===== config.mk =====
export PLATFORM = sky130hd
export DESIGN_NAME = adc_result_bank
export DESIGN_NICKNAME = d
export VERILOG_FILES = /design/src/rtl/adc_result_bank.sv
export SDC_FILE = /design/constraint.sdc
export NUM_CORES = 1
export LEC_CHECK = 0
export BUFFER_PORTS_ARGS = -buffer_cell sky130_fd_sc_hd__buf_2
export CAP_MARGIN = 40
export CORE_MARGIN = 4
export CORE_UTILIZATION = 61
export DETAILED_ROUTE_END_ITERATION = 6
export PLACE_DENSITY = 0.83
export SETUP_SLACK_MARGIN = 0.4
export SYNTH_ARGS = -nofsm -noshare
export SYNTH_HDL_FRONTEND = slang
export SYNTH_SLANG_ARGS = --single-unit

===== constraint.sdc =====
create_clock -name clk -period 6.55 [get_ports clk]
set_clock_uncertainty 0.1 [all_clocks]
set_input_delay 1.965 -clock clk [delete_from_list [all_inputs] [get_ports clk]]
set_output_delay 1.965 -clock clk [all_outputs]
set_load 0.02 [all_outputs]

===== src/rtl/adc_result_bank.sv =====
module adc_result_bank #(
  parameter int NUM_CH = 8,
  parameter int DATA_W = 12,
  parameter int ADDR_W = 4,
  localparam int CH_W = (NUM_CH > 1) ? $clog2(NUM_CH) : 1
) (
  input  logic              clk,
  input  logic              rst_n,
  input  logic              res_valid,
  input  logic [CH_W-1:0]   res_chan,
  input  logic [DATA_W-1:0] res_data,
  input  logic [1:0]        cmp_evt,
  input  logic              conv_busy,
  input  logic              bus_rd,
  input  logic              bus_wr,
  input  logic [ADDR_W-1:0] bus_addr,
  input  logic [31:0]       bus_wdata,
  output logic [31:0]       bus_rdata,
  output logic              irq_done,
  output logic              irq_cmp0,
  output logic              irq_cmp1
);
  localparam logic [ADDR_W-1:0] STAT_A = ADDR_W'(NUM_CH);
  localparam logic [ADDR_W-1:0] CTRL_A = ADDR_W'(NUM_CH + 1);
  localparam int VLD_BASE = 8;
  localparam int OVR_BASE = VLD_BASE + NUM_CH;
  localparam int DV_BIT = 16;
  localparam int DO_BIT = 17;

  logic [DATA_W-1:0] res_q [NUM_CH];
  logic [NUM_CH-1:0] valid_q, ovr_q;
  logic [2:0]        flag_q, en_q;

  wire in_data  = bus_addr < ADDR_W'(NUM_CH);
  wire stat_wr  = bus_wr && bus_addr == STAT_A;
  wire [CH_W-1:0] sel = bus_addr[CH_W-1:0];

  for (genvar c = 0; c < NUM_CH; c++) begin : g_ch
    wire rd_c = bus_rd && bus_addr == ADDR_W'(c);
    wire wr_c = res_valid && res_chan == CH_W'(c);
    always_ff @(posedge clk or negedge rst_n) begin
      if (!rst_n) begin
        res_q[c]   <= '0;
        valid_q[c] <= 1'b0;
        ovr_q[c]   <= 1'b0;
      end else begin
        if (wr_c) res_q[c] <= res_data;
        valid_q[c] <= wr_c | (valid_q[c] & ~rd_c);
        ovr_q[c]   <= wr_c ? (~rd_c & (ovr_q[c] | valid_q[c])) : (ovr_q[c] & ~rd_c);
      end
    end
  end

  wire [2:0] set_v = {cmp_evt[1], cmp_evt[0], res_valid};
  wire [2:0] clr_v = stat_wr ? bus_wdata[2:0] : 3'b000;

  always_ff @(posedge clk or negedge rst_n) begin
    if (!rst_n) begin
      flag_q <= '0;
      en_q   <= '0;
    end else begin
      flag_q <= (flag_q & ~clr_v) | set_v;
      if (bus_wr && bus_addr == CTRL_A) en_q <= bus_wdata[2:0];
    end
  end

  always_comb begin
    bus_rdata = '0;
    if (in_data) begin
      bus_rdata[DATA_W-1:0] = res_q[sel];
      bus_rdata[DV_BIT]     = valid_q[sel];
      bus_rdata[DO_BIT]     = ovr_q[sel];
    end else if (bus_addr == STAT_A) begin
      bus_rdata[2:0] = flag_q;
      bus_rdata[3]   = conv_busy;
      bus_rdata[VLD_BASE +: NUM_CH] = valid_q;
      bus_rdata[OVR_BASE +: NUM_CH] = ovr_q;
    end else if (bus_addr == CTRL_A) begin
      bus_rdata[2:0] = en_q;
    end
  end

  assign irq_done = flag_q[0] & en_q[0];
  assign irq_cmp0 = flag_q[1] & en_q[1];
  assign irq_cmp1 = flag_q[2] & en_q[2];
endmodule


[Word level (Yosys, flattened, before mapping)]
Cells that the tools add are included.
Operators by class
  reductions and logical operators: 20
  mux-type cells: 26
  bitwise operators: 55
  order comparisons: 3
  equal/unequal tests: 16
Operators with widths (number)
  $bmux W12 S3: 1
  $and A1 B1 Y1: 27
  $mux W12: 2
  $logic_and A1 B1 Y1: 18
  $eq A4 B3 Y1 const B: 4
  $mux W16: 1
  $mux W4: 4
  $or A1 B1 Y1: 16
  $eq A3 B3 Y1 const B: 4
  $mux W1: 11
  $mux W3: 3
  $eq A4 B2 Y1 const B: 2
  $eq A4 B4 Y1 const B: 2
  $not A1 Y1: 8
  $bmux W1 S3: 2
  $eq A3 B2 Y1 const B: 2
  $mux W6: 1
  $eq A4 B1 Y1 const B: 1
  $ge A4 B4 Y1 const B: 1
  $logic_not A4 Y1: 1
  $lt A3 B4 Y1 const B: 1
  $lt A4 B4 Y1 const B: 1
  $not A3 Y4: 1
  $and A3 B3 Y3: 1
  other kinds (5): 5
Word-level totals
  output and inout bits: 35
  register bits: 118

[Logic depth before layout (Yosys ltp)]
Gate-level depths: netlist (run 1).
  depth after elaboration: 6
  depth in mapped cells: 6
  gate-level depth less buffers: 3

[Least setup slack after synthesis (run 1)]
Ideal clock, no wire load.
  path type: in2out
  start: in bus_addr[0]
  end: out bus_rdata[16]
  arrival time: 3.256 ns
  cell stages on the path: 5
  buffers on the path: 2
  setup slack: 1.229 ns
  cell sequence: buf_2 -> buf_2 -> nand2b_1 -> o22ai_1 -> o31ai_1
On the way
  cells in the longest elaborated chain, start to end: 3
  elaborated cells on any way between the ends: 6
RTL lines
  from (decl): line 16  | input logic [ADDR_W-1:0] bus_addr,
  $bmux W1 S3 or $eq A4 B4 Y1 (tied branches): line 71, 73
  $mux W1 (not written as such) or $mux W16 (tied branches): line 71, 73
  $mux W2 (*): line 69  | if (in_data) begin
  to (decl): line 18  | output logic [31:0] bus_rdata,
Every way passes the cells marked *; elsewhere a longest branch is shown, timed or not. The select of a mux whose other input is x is not followed.

[Final worst setup path (run 1)]
  start: in bus_addr[1]
  end: out bus_rdata[8]
On the way
  cells in the longest elaborated chain, start to end: 5
  elaborated cells on any way between the ends: 8
RTL lines
  $not A3 Y4 (not written as such): line 70  | bus_rdata[DATA_W-1:0] = res_q[sel];
  $bmux W12 S3: line 70
  $mux W12 (not written as such) (2 in series): line 70
  $mux W4 (*): line 69
Marks and branches as above.

==> flow_metrics.py, run 1 <==
metrics = {
    "worst_hold_path": {
        "min-delay-start": "res_q[12]$_DFFE_PN0P_",
        "whs_endpoint": "res_q[12]$_DFFE_PN0P_",
        "min_path_type": "reg -> reg",
        "hold_path_depth": 2,
    },
    "clock_tree": {
        "h-tree-depth": 4,
        "clk_latency_ps": 520,
        "clk_pin_slew_worst_paths_ps": 60,
        "cts_num_sinks": 118,
        "cts_buffers": 17,
        "cts_tree": "yes",
        "hold_buffers": 0,
        "cts_buffer_depth": 2,
        "cts_setup_buffers": 0,
        "cts_root_buf": "clkbuf_8",
        "cts.repair.resized": 0,
    },
    "logic_synthesis": {
        "avgSynthCellArea_um2": 12.71,
        "syn_area_mm2": 0.005747,
        "synth_area_leader_cell": "dfrtp_1",
        "yosys_warnings": 0,
        "yosysTopAreaCellShare_pct": 51.38,
        "synth_seq_cells": 118,
        "async_flop_share_pct": 100.0,
        "synth_edf_count": 0,
        "syn_inst": 452,
        "seq_area_frac_synth_pct": 51.38,
        "yosysUniqueCellTypes": 40,
        "synthTopCellsByArea": "dfrtp_1 51%, mux2_2 22%, mux4_2 5.9%",
        "synthFlopType": "dfrtp_1",
    },
    "critical_path": {
        "critPathKind": "in -> out",
        "reg2reg_setup_slack_ps": 5620,
        "crit_fanout": 26,
        "r2r_cells": 3,
        "cp_data_arrival_time_ps": 3720,
        "end_kind": "output port",
        "required_ps": 4490,
        "r2r_start": "valid_q[5]$_DFF_PN0_",
        "r2r_end": "ovr_q[5]$_DFF_PN0_",
        "crit_path_start_kind": "input pin",
    },
    "detailed_routing": {
        "drt-pass1-iter-count": 5,
        "drt_wl_total_mm": 14.34,
        "wl_per_cell_um": 22.73,
        "drc": 0,
        "via_per_inst": 6.358,
        "vias": 4012,
        "drtIter0Drc": 305,
        "ant_nets": 0,
    },
    "die": {
        "initial_core_util_pct": 62.49,
        "rows": 35,
        "num_io_pins": 94,
        "die_h_um": 105.1,
        "die_area_mm2": 0.01104,
        "die_width_um": 105.1,
        "coreArea_mm2": 0.009196,
    },
    "placement": {
        "io_buffers": 56,
        "place_inst": 599,
        "gp_congestion": 0.7958,
        "hpwlAfterDp_mm": 8.655,
        "placed_area_mm2": 0.006092,
        "post-place-ws_ps": 756.3,
    },
    "sta": {
        "min_period_ps": 5783,
        "worst_slew_pin_slew_ps": 750.4,
        "setup_viol": 0,
        "setup_slack_ps": 767.0,
        "hold_viol": 0,
        "fmax_mhz": 172.9,
        "slew_violations": 0,
        "relSlewSlack_pct": 49.71,
        "setup_tns_ps": 0,
        "finalCritPeriodShare_pct": 88.29,
        "hold_ws_ps": 387.1,
        "rsz0062_at_grt": "no",
    },
    "grt": {
        "grt_antenna_before_repair": 0,
        "grt_usage_pct": 27.41,
        "grt_overflow_total": 0,
        "met3_usage_pct": 6.424,
        "grt_pass1_wl_mm": 23.28,
        "grt_pass1_vias": 4457,
        "grt_max_degree": 42,
        "grtUsageMet2_pct": 47.48,
        "grt_util_met1_pct": 33.00,
        "top_usage_layer": "met2",
    },
    "layout": {
        "area_growth_pct": 17.07,
        "final_nets": 566,
        "final_area_mm2": 0.006728,
        "stdcell_count": 631,
        "antenna_cells": 0,
        "drive_gt1_share_pct": 44.42,
    },
    "power_and_ir_drop": {
        "leakage_nw": 3.017,
        "ir_drop_v": 0.0001699,
        "power_density_mw_per_mm2": 356.8,
    },
    "run": {
        "maxCapViolations": 0,
    },
    "status": {
        "status": "finished, final reports clean",
    },
}
state kept, by name, indices dropped and copies added (netlist names):
signal / cells
en_q: 3
flag_q: 3
ovr_q: 8
res_q: 96
valid_q: 8
routing by layer:
layer | wire length, µm | up-vias | part of all wire [%]
li1 | - | 1731 | -
met1 | 5677 | 2051 | 40
met2 | 7420 | 199 | 52
met3 | 945 | 31 | 6.6
met4 | 296 | 0 | 2.1
met5 | 0 | - | 0
report_power, final:
part           switching [mW]  internal [mW]  leakage, nW
Clock                   0.337          0.666        0.301
Sequential             0.0976          0.887         1.40
Combinational           0.194          0.220         1.31
Total                   0.628           1.77         3.02
synth_stat cells (7+ instances only):
cell	n
a21o_1	7
a21oi_1	11
and2_1	10
buf_2	17
buf_4	10
clkbuf_1	7
dfrtp_1	118
mux2_2	111
mux4_2	15
nand2_1	55
o21ai_0	8
o22ai_1	12
cells by family after synthesis:
logic type | count (synthesis) | synth area share, %
multiplexers | 130 | 28.33
buffers and inverters | 43 | 4.354
AO/OA/AOI/OAI | 53 | 5.922
AND/OR/NAND/NOR | 107 | 9.950
flip-flops | 118 | 51.38
other | 1 | 0.06525
layout make-up:
class,instances,area (µm²)
tap,111,138.9
multi-input combinational,298,2585
inverter,5,18.77
sequential,118,2953
fill,557,2469
clock buffer,20,435.4
clock inverter,12,200.2
timing repair buffer,67,396.6
worst max path at each step:
stage	start	cells past startpoint	to
global route	bus_addr[1]	6	bus_rdata[3]
global placement	bus_addr[1]	5	bus_rdata[17]
detailed placement	bus_addr[1]	5	bus_rdata[17]
CTS	bus_addr[1]	6	bus_rdata[8]
floorplan	bus_addr[0]	5	bus_rdata[16]
finish	bus_addr[1]	6	bus_rdata[8]
through the flow:
step,total power [mW],utilization [%]
2_1_floorplan,1.259,-
3_3_place_gp,1.349,65.50
3_5_place_dp,1.385,66.24
4_1_cts,2.396,73.16
5_1_grt,2.489,73.16
6_report,2.401,73.16
layout by cell type, fill, tap and decap left out, drive strengths merged, types with 7 or more instances in the layout:
cell / Yosys / layout
o22ai: 12 / 12
o21ai: 8 / 8
mux4: 15 / 15
conb: 1 / 8
mux2: 111 / 111
a21o: 7 / 7
dfrtp: 118 / 118
a21oi: 11 / 11
nand2: 55 / 55
and2: 10 / 10
nor2: 7 / 7
clkbuf: 7 / 20
buf: 31 / 67
critical path, stage by stage:
cell	delay, ps
buf_2	520
buf_4	370
mux2_2	370
o22ai_1	190
o31ai_1	110
buf_2	180
No activity file was read; power rests on OpenSTA's default activity.
==> inputs of run 2 (changes only) <==
Settings changed: ABC_AREA set to 1.
==> run 2 against run 1 <==
Die area shrank 0.14%. Sequential share of layout area rose by 0.28 points. Hold slack worse by 0.56 ps. Critical path type unchanged. Largest power group is now registers.
==> flow_metrics.py, run 2 <==
metrics = {
    "status": {
        "status": "finished, final reports clean",
    },
    "sta": {
        "finalCritPeriodShare_pct": 89.05,
        "setup_tns_ps": 0,
        "fmax_mhz": 171.4,
        "setup_viol": 0,
        "slew_violations": 0,
        "rsz0062_at_grt": "no",
        "min_period_ps": 5833,
        "hold_viol": 0,
        "worst_slew_pin_slew_ps": 713.3,
        "relSlewSlack_pct": 52.38,
    },
    "critical_path": {
        "r2r_cells": 2,
        "required_ps": 4490,
        "r2r_start": "valid_q[6]$_DFF_PN0_",
        "crit_fanout": 34,
        "reg2reg_setup_slack_ps": 5660,
        "r2r_end": "ovr_q[6]$_DFF_PN0_",
        "crit_path_start_kind": "input pin",
        "cp_data_arrival_time_ps": 3770,
        "critPathKind": "in -> out",
        "end_kind": "output port",
    },
    "clock_tree": {
        "cts_setup_buffers": 0,
        "hold_buffers": 0,
        "cts_root_buf": "clkbuf_8",
        "cts_buffers": 17,
        "cts.repair.resized": 0,
        "clk_latency_ps": 500,
        "cts_tree": "yes",
        "cts_num_sinks": 118,
        "cts_buffer_depth": 2,
        "h-tree-depth": 4,
        "clk_pin_slew_worst_paths_ps": 60,
    },
    "logic_synthesis": {
        "syn_area_mm2": 0.005738,
        "synth_common_cells": "371 x nand2_1, 118 x dfrtp_1, 83 x o21ai_0",
        "synth_edf_count": 0,
        "syn_inst": 772,
        "yosys_warnings": 0,
        "synthTopCellsByArea": "dfrtp_1 51%, nand2_1 24%, o21ai_0 7.2%",
        "seq_area_frac_synth_pct": 51.46,
        "yosysMostFrequentCell": "nand2_1",
        "yosysUniqueCellTypes": 20,
        "synth_area_leader_cell": "dfrtp_1",
        "yosysTopAreaCellShare_pct": 51.46,
        "async_flop_share_pct": 100.0,
        "synth_seq_cells": 118,
        "avgSynthCellArea_um2": 7.433,
        "synthFlopType": "dfrtp_1",
    },
    "power_and_ir_drop": {
        "power_density_mw_per_mm2": 338.8,
        "leakage_nw": 3.608,
        "power.total_mw": 2.265,
        "ir_drop_v": 0.0002981,
    },
    "detailed_routing": {
        "wl_per_cell_um": 15.98,
        "drc": 0,
        "drt-pass1-iter-count": 5,
        "via_per_inst": 5.557,
        "drt_wl_total_mm": 15.15,
        "ant_nets": 0,
        "drtIter0Drc": 474,
        "vias": 5268,
    },
    "grt": {
        "grt_pass1_wl_mm": 25.03,
        "grt_max_degree": 73,
        "grt_pass1_vias": 5170,
        "grt_antenna_before_repair": 0,
        "grt_overflow_total": 0,
        "grt_usage_pct": 28.59,
    },
    "layout": {
        "top_regs": "res_q: 96 flops, ovr_q: 8 flops, valid_q: 8 flops",
        "largest_reg_flops": 96,
        "antenna_cells": 0,
        "final_common_cell": "nand2_1",
        "drive_gt1_share_pct": 13.98,
        "layout_common_cells": "371 x nand2_1, 118 x dfrtp_1, 83 x o21ai_0, 55 x buf_2, 39 x inv_1",
        "area_growth_pct": 16.51,
        "final_nets": 883,
        "regMostFlops": "res_q",
    },
    "run": {
        "maxCapViolations": 0,
    },
    "placement": {
        "io_buffers": 56,
        "gp_congestion": 0.8727,
        "hpwlAfterDp_mm": 9.286,
    },
    "worst_hold_path": {
        "whs_endpoint": "res_q[91]$_DFFE_PN0P_",
        "min_path_type": "reg -> reg",
        "min-delay-start": "res_q[91]$_DFFE_PN0P_",
        "hold_path_depth": 2,
    },
    "die": {
        "initial_core_util_pct": 62.39,
        "num_io_pins": 94,
        "die_h_um": 105.0,
        "die_width_um": 105.0,
        "die_area_mm2": 0.01102,
        "coreArea_mm2": 0.009196,
        "rows": 35,
    },
}
-- run 2: cell count changes after synthesis, moves of 7 or more --
cell / previous run / this run
o21ai_0: 8 / 83
inv_1: 5 / 39
nand2_1: 55 / 371
nor2_1: 6 / 31
mux2_2: 111 / 0
o22ai_1: 12 / 1
nand3_1: 6 / 28
and2_1: 10 / 0
o21ai_1: 0 / 18
mux4_2: 15 / 0
a21o_1: 7 / 0
-- run 2: cell type report --
type	instances	area, µm²
timing repair buffer	67	407.9
fill	708	2511
clock inverter	12	166.4
inverter	44	165.2
clock buffer	20	435.4
multi-input combinational	576	2419
sequential	118	2953
tap	111	138.9
-- run 2: worst max-delay path by stage --
stage | endpoint | depth (start not counted) | startpoint
finish | bus_rdata[10] | 10 | bus_addr[0]
global placement | bus_rdata[2] | 10 | bus_addr[0]
floorplan | bus_rdata[2] | 7 | bus_addr[1]
global route | bus_rdata[1] | 10 | bus_addr[0]
CTS | bus_rdata[10] | 10 | bus_addr[0]
detailed placement | bus_rdata[1] | 10 | bus_addr[0]
-- run 2: power by group --
part	internal (mW)	switching [mW]	total [mW]
logic	0.132	0.236	0.368
registers	0.870	0.0877	0.958
clock network	0.597	0.342	0.939
total	1.60	0.666	2.26
-- run 2: layer usage --
metal,track usage (%),up-vias,part of all wire (%)
li1,-,2510,-
met1,36.07,2445,40
met2,46.29,276,48
met3,7.721,37,9.6
met4,12.65,0,2.5
met5,0,-,0
-- run 2: per-stage QoR --
stage / instance area [µm²] / hold slack, ps / setup WS [ps] / utilization, % / std cells
finish: 6685 / 386.5 / 717.3 / 72.69 / 948
global route: 6685 / 408.0 / 598.2 / 72.69 / 948
CTS: 6685 / 387.2 / 762.6 / 72.69 / 948
detailed placement: 6083 / 373.1 / 811.5 / 66.15 / 916
global placement: 6011 / 365.7 / 808.9 / 65.36 / 912
floorplan: 5764 / 353.4 / 1651 / - / 779
-- run 2: worst max-delay path, stage by stage --
cell and delay (ps):
buf_2 230, inv_2 580, buf_4 360, nand2_1 80, nand2_1 70, nand2_1 50, nand2_1 80, nand2_1 50
nand3_1 110, buf_2 170
-- run 2: cell families (layout without fill, tap and decap cells) --
family,count (synthesis),count (layout),synth area share [%]
other cells,1,8,0.06535
buf+inv,85,143,6.847
flops,118,118,51.46
simple gates,446,446,30.90
compound gates,122,122,10.73
==> inputs of run 3 (changes only) <==
--- a/config.mk
+++ b/config.mk
@@ -12,2 +12,3 @@
 export CORE_UTILIZATION = 61
+export CTS_CLUSTER_DIAMETER = 120
 export DETAILED_ROUTE_END_ITERATION = 6
==> constraint.sdc (replaced) <==
create_clock -name clk -period 6.55 [get_ports clk]
set_clock_uncertainty 0.1 [all_clocks]
set_input_delay 1.31 -clock clk [delete_from_list [all_inputs] [get_ports clk]]
set_output_delay 1.31 -clock clk [all_outputs]
set_load 0.02 [all_outputs]
==> run 3 against run 2 <==
Sequential share of layout area increased by 0.61 points. Clock power decreased by 9.4%. Register-to-register slack about the same. Global-route usage increased by 0.095 points. Critical path type unchanged. Worst setup slack improved by 1200 ps. Combinational power decreased by 1%. Clock-buffer cell count decreased by 3. Utilization decreased by 0.99 points.
==> flow_metrics.py, run 3 (synthesis results as in run 2) <==
metrics = {
    "sta": {
        "slew_violations": 0,
        "worst_slew_pin_slew_ps": 910.0,
        "fmax_mhz": 216.9,
        "relSlewSlack_pct": 39.19,
        "setup_slack_ps": 1940,
        "finalCritPeriodShare_pct": 70.38,
        "min_period_ps": 4610,
        "setup_tns_ps": 0,
        "rsz0062_at_grt": "no",
        "hold_viol": 0,
        "setup_viol": 0,
    },
    "clock_tree": {
        "clk_latency_ps": 530,
        "cts_tree": "yes",
        "cts_buffer_depth": 2,
        "hold_buffers": 0,
        "cts_num_sinks": 118,
        "cts_setup_buffers": 0,
        "h-tree-depth": 4,
        "cts_buffers": 17,
        "clk_pin_slew_worst_paths_ps": 60,
        "cts.repair.resized": 0,
        "cts_root_buf": "clkbuf_8",
    },
    "layout": {
        "nFillCells": 734,
        "largest_reg_flops": 96,
        "final_nets": 880,
        "final_common_cell": "nand2_1",
        "area_growth_pct": 14.91,
        "layout_common_cells": "371 x nand2_1, 118 x dfrtp_1, 83 x o21ai_0, 55 x buf_2, 39 x inv_1",
        "antenna_cells": 0,
        "drive_gt1_share_pct": 13.91,
        "regMostFlops": "res_q",
        "top_regs": "res_q: 96 flops, ovr_q: 8 flops, valid_q: 8 flops",
    },
    "worst_hold_path": {
        "min-delay-start": "res_q[36]$_DFFE_PN0P_",
        "min_path_type": "reg -> reg",
        "hold_path_depth": 2,
        "whs_endpoint": "res_q[36]$_DFFE_PN0P_",
    },
    "run": {
        "maxCapViolations": 0,
    },
    "die": {
        "rows": 35,
        "coreArea_mm2": 0.009196,
        "die_area_mm2": 0.01102,
        "num_io_pins": 94,
        "die_width_um": 105.0,
        "die_h_um": 105.0,
        "initial_core_util_pct": 62.39,
    },
    "grt": {
        "grt_pass1_vias": 5021,
        "grt_pass1_wl_mm": 24.75,
        "grt_antenna_before_repair": 0,
        "grt_max_degree": 68,
        "grt_usage_pct": 28.69,
        "grt_overflow_total": 0,
    },
    "detailed_routing": {
        "ant_nets": 0,
        "via_per_inst": 5.574,
        "drc": 0,
        "vias": 5267,
        "drt-pass1-iter-count": 5,
        "wl_per_cell_um": 16.07,
        "drtIter0Drc": 539,
        "drt_wl_total_mm": 15.19,
    },
    "critical_path": {
        "crit_fanout": 28,
        "required_ps": 5140,
        "end_kind": "output port",
        "r2r_start": "valid_q[4]$_DFF_PN0_",
        "reg2reg_setup_slack_ps": 5660,
        "critPathKind": "in -> out",
        "cp_data_arrival_time_ps": 3200,
        "r2r_cells": 2,
        "r2r_end": "valid_q[4]$_DFF_PN0_",
        "crit_path_start_kind": "input pin",
    },
    "placement": {
        "gp_congestion": 0.8825,
        "io_buffers": 56,
        "hpwlAfterDp_mm": 9.151,
        "post-place-ws_ps": 1993,
    },
    "power_and_ir_drop": {
        "power_density_mw_per_mm2": 329.3,
        "power.total_mw": 2.171,
        "leakage_nw": 3.554,
        "ir_drop_v": 0.0002255,
        "p_switching_mw": 0.6681,
        "swShare_pct": 30.77,
        "p_clk_share_pct": 39.2,
        "p_comb_share_pct": 16.8,
        "intPower_mw": 1.503,
        "seqPwrFrac_pct": 44.0,
    },
    "status": {
        "status": "finished, final reports clean",
    },
}
## run 3: cell types whose count changed in the layout (fill, tap and decap cells not counted)
| cell | before | now |
|---|---|---|
| buf_4 | 8 | 6 |
| buf_6 | 0 | 1 |
| buf_8 | 3 | 1 |
| bufinv_16 | 3 | 1 |
| clkbuf_1 | 2 | 0 |
| clkbuf_8 | 2 | 1 |
| clkinv_2 | 0 | 4 |
| clkinv_4 | 2 | 1 |
| clkinvlp_4 | 2 | 6 |
| inv_6 | 5 | 3 |
## run 3: layout make-up
cell class | count | area (µm²) | area share, %
Sequential cell | 118 | 2953 | 44.78
Clock buffer | 17 | 414.1 | 6.281
Timing Repair Buffer | 64 | 374.1 | 5.674
Multi-Input combinational cell | 576 | 2419 | 36.68
Inverter | 44 | 165.2 | 2.505
Tap cell | 111 | 138.9 | 2.106
Clock inverter | 15 | 130.1 | 1.973
## run 3: per-stage QoR
step	hold WS (ps)	instances	cell area [µm²]	util [%]
finish	384.9	945	6594	71.70
global route	402.2	945	6594	71.70
CTS	387.3	945	6594	71.70
detailed placement	372.7	913	6050	65.78
global placement	365.5	910	5996	65.20
floorplan	353.4	779	5764	-
## run 3: critical path, cell delays in order
cell and delay (ps):
buf_2 80, buf_4 350, inv_2 350, nor2_2 540
nand2_1 130, nand2_1 80, o21ai_0 80, nand2_1 80
buf_2 160
## run 3: worst max path at each step
stage,start,to,slack (ps),cells past startpoint
final,bus_addr[1],bus_rdata[6],1940,9
after global routing,bus_addr[1],bus_rdata[7],1860,9
after CTS,bus_addr[1],bus_rdata[6],1990,9
after detailed placement,bus_addr[1],bus_rdata[6],1990,9
after global placement,bus_addr[1],bus_rdata[4],2060,9
after floorplan,bus_addr[1],bus_rdata[2],2960,7
## run 3: per-layer routing
layer	wire length (µm)	share of wire, %	global-route usage (%)
met1	6138	40	36.40
met2	7395	49	47.34
met3	1256	8.3	6.671
met4	395	2.6	12.00
met5	0	0	0
## run 3: power by group through the flow
stage	logic, mW	clock network [mW]	registers, mW
detailed placement	0.357	0	0.961
floorplan	0.264	0	0.941
global placement	0.341	0	0.953
finish	0.364	0.851	0.956
global route	0.416	0.901	0.971
CTS	0.365	0.856	0.952
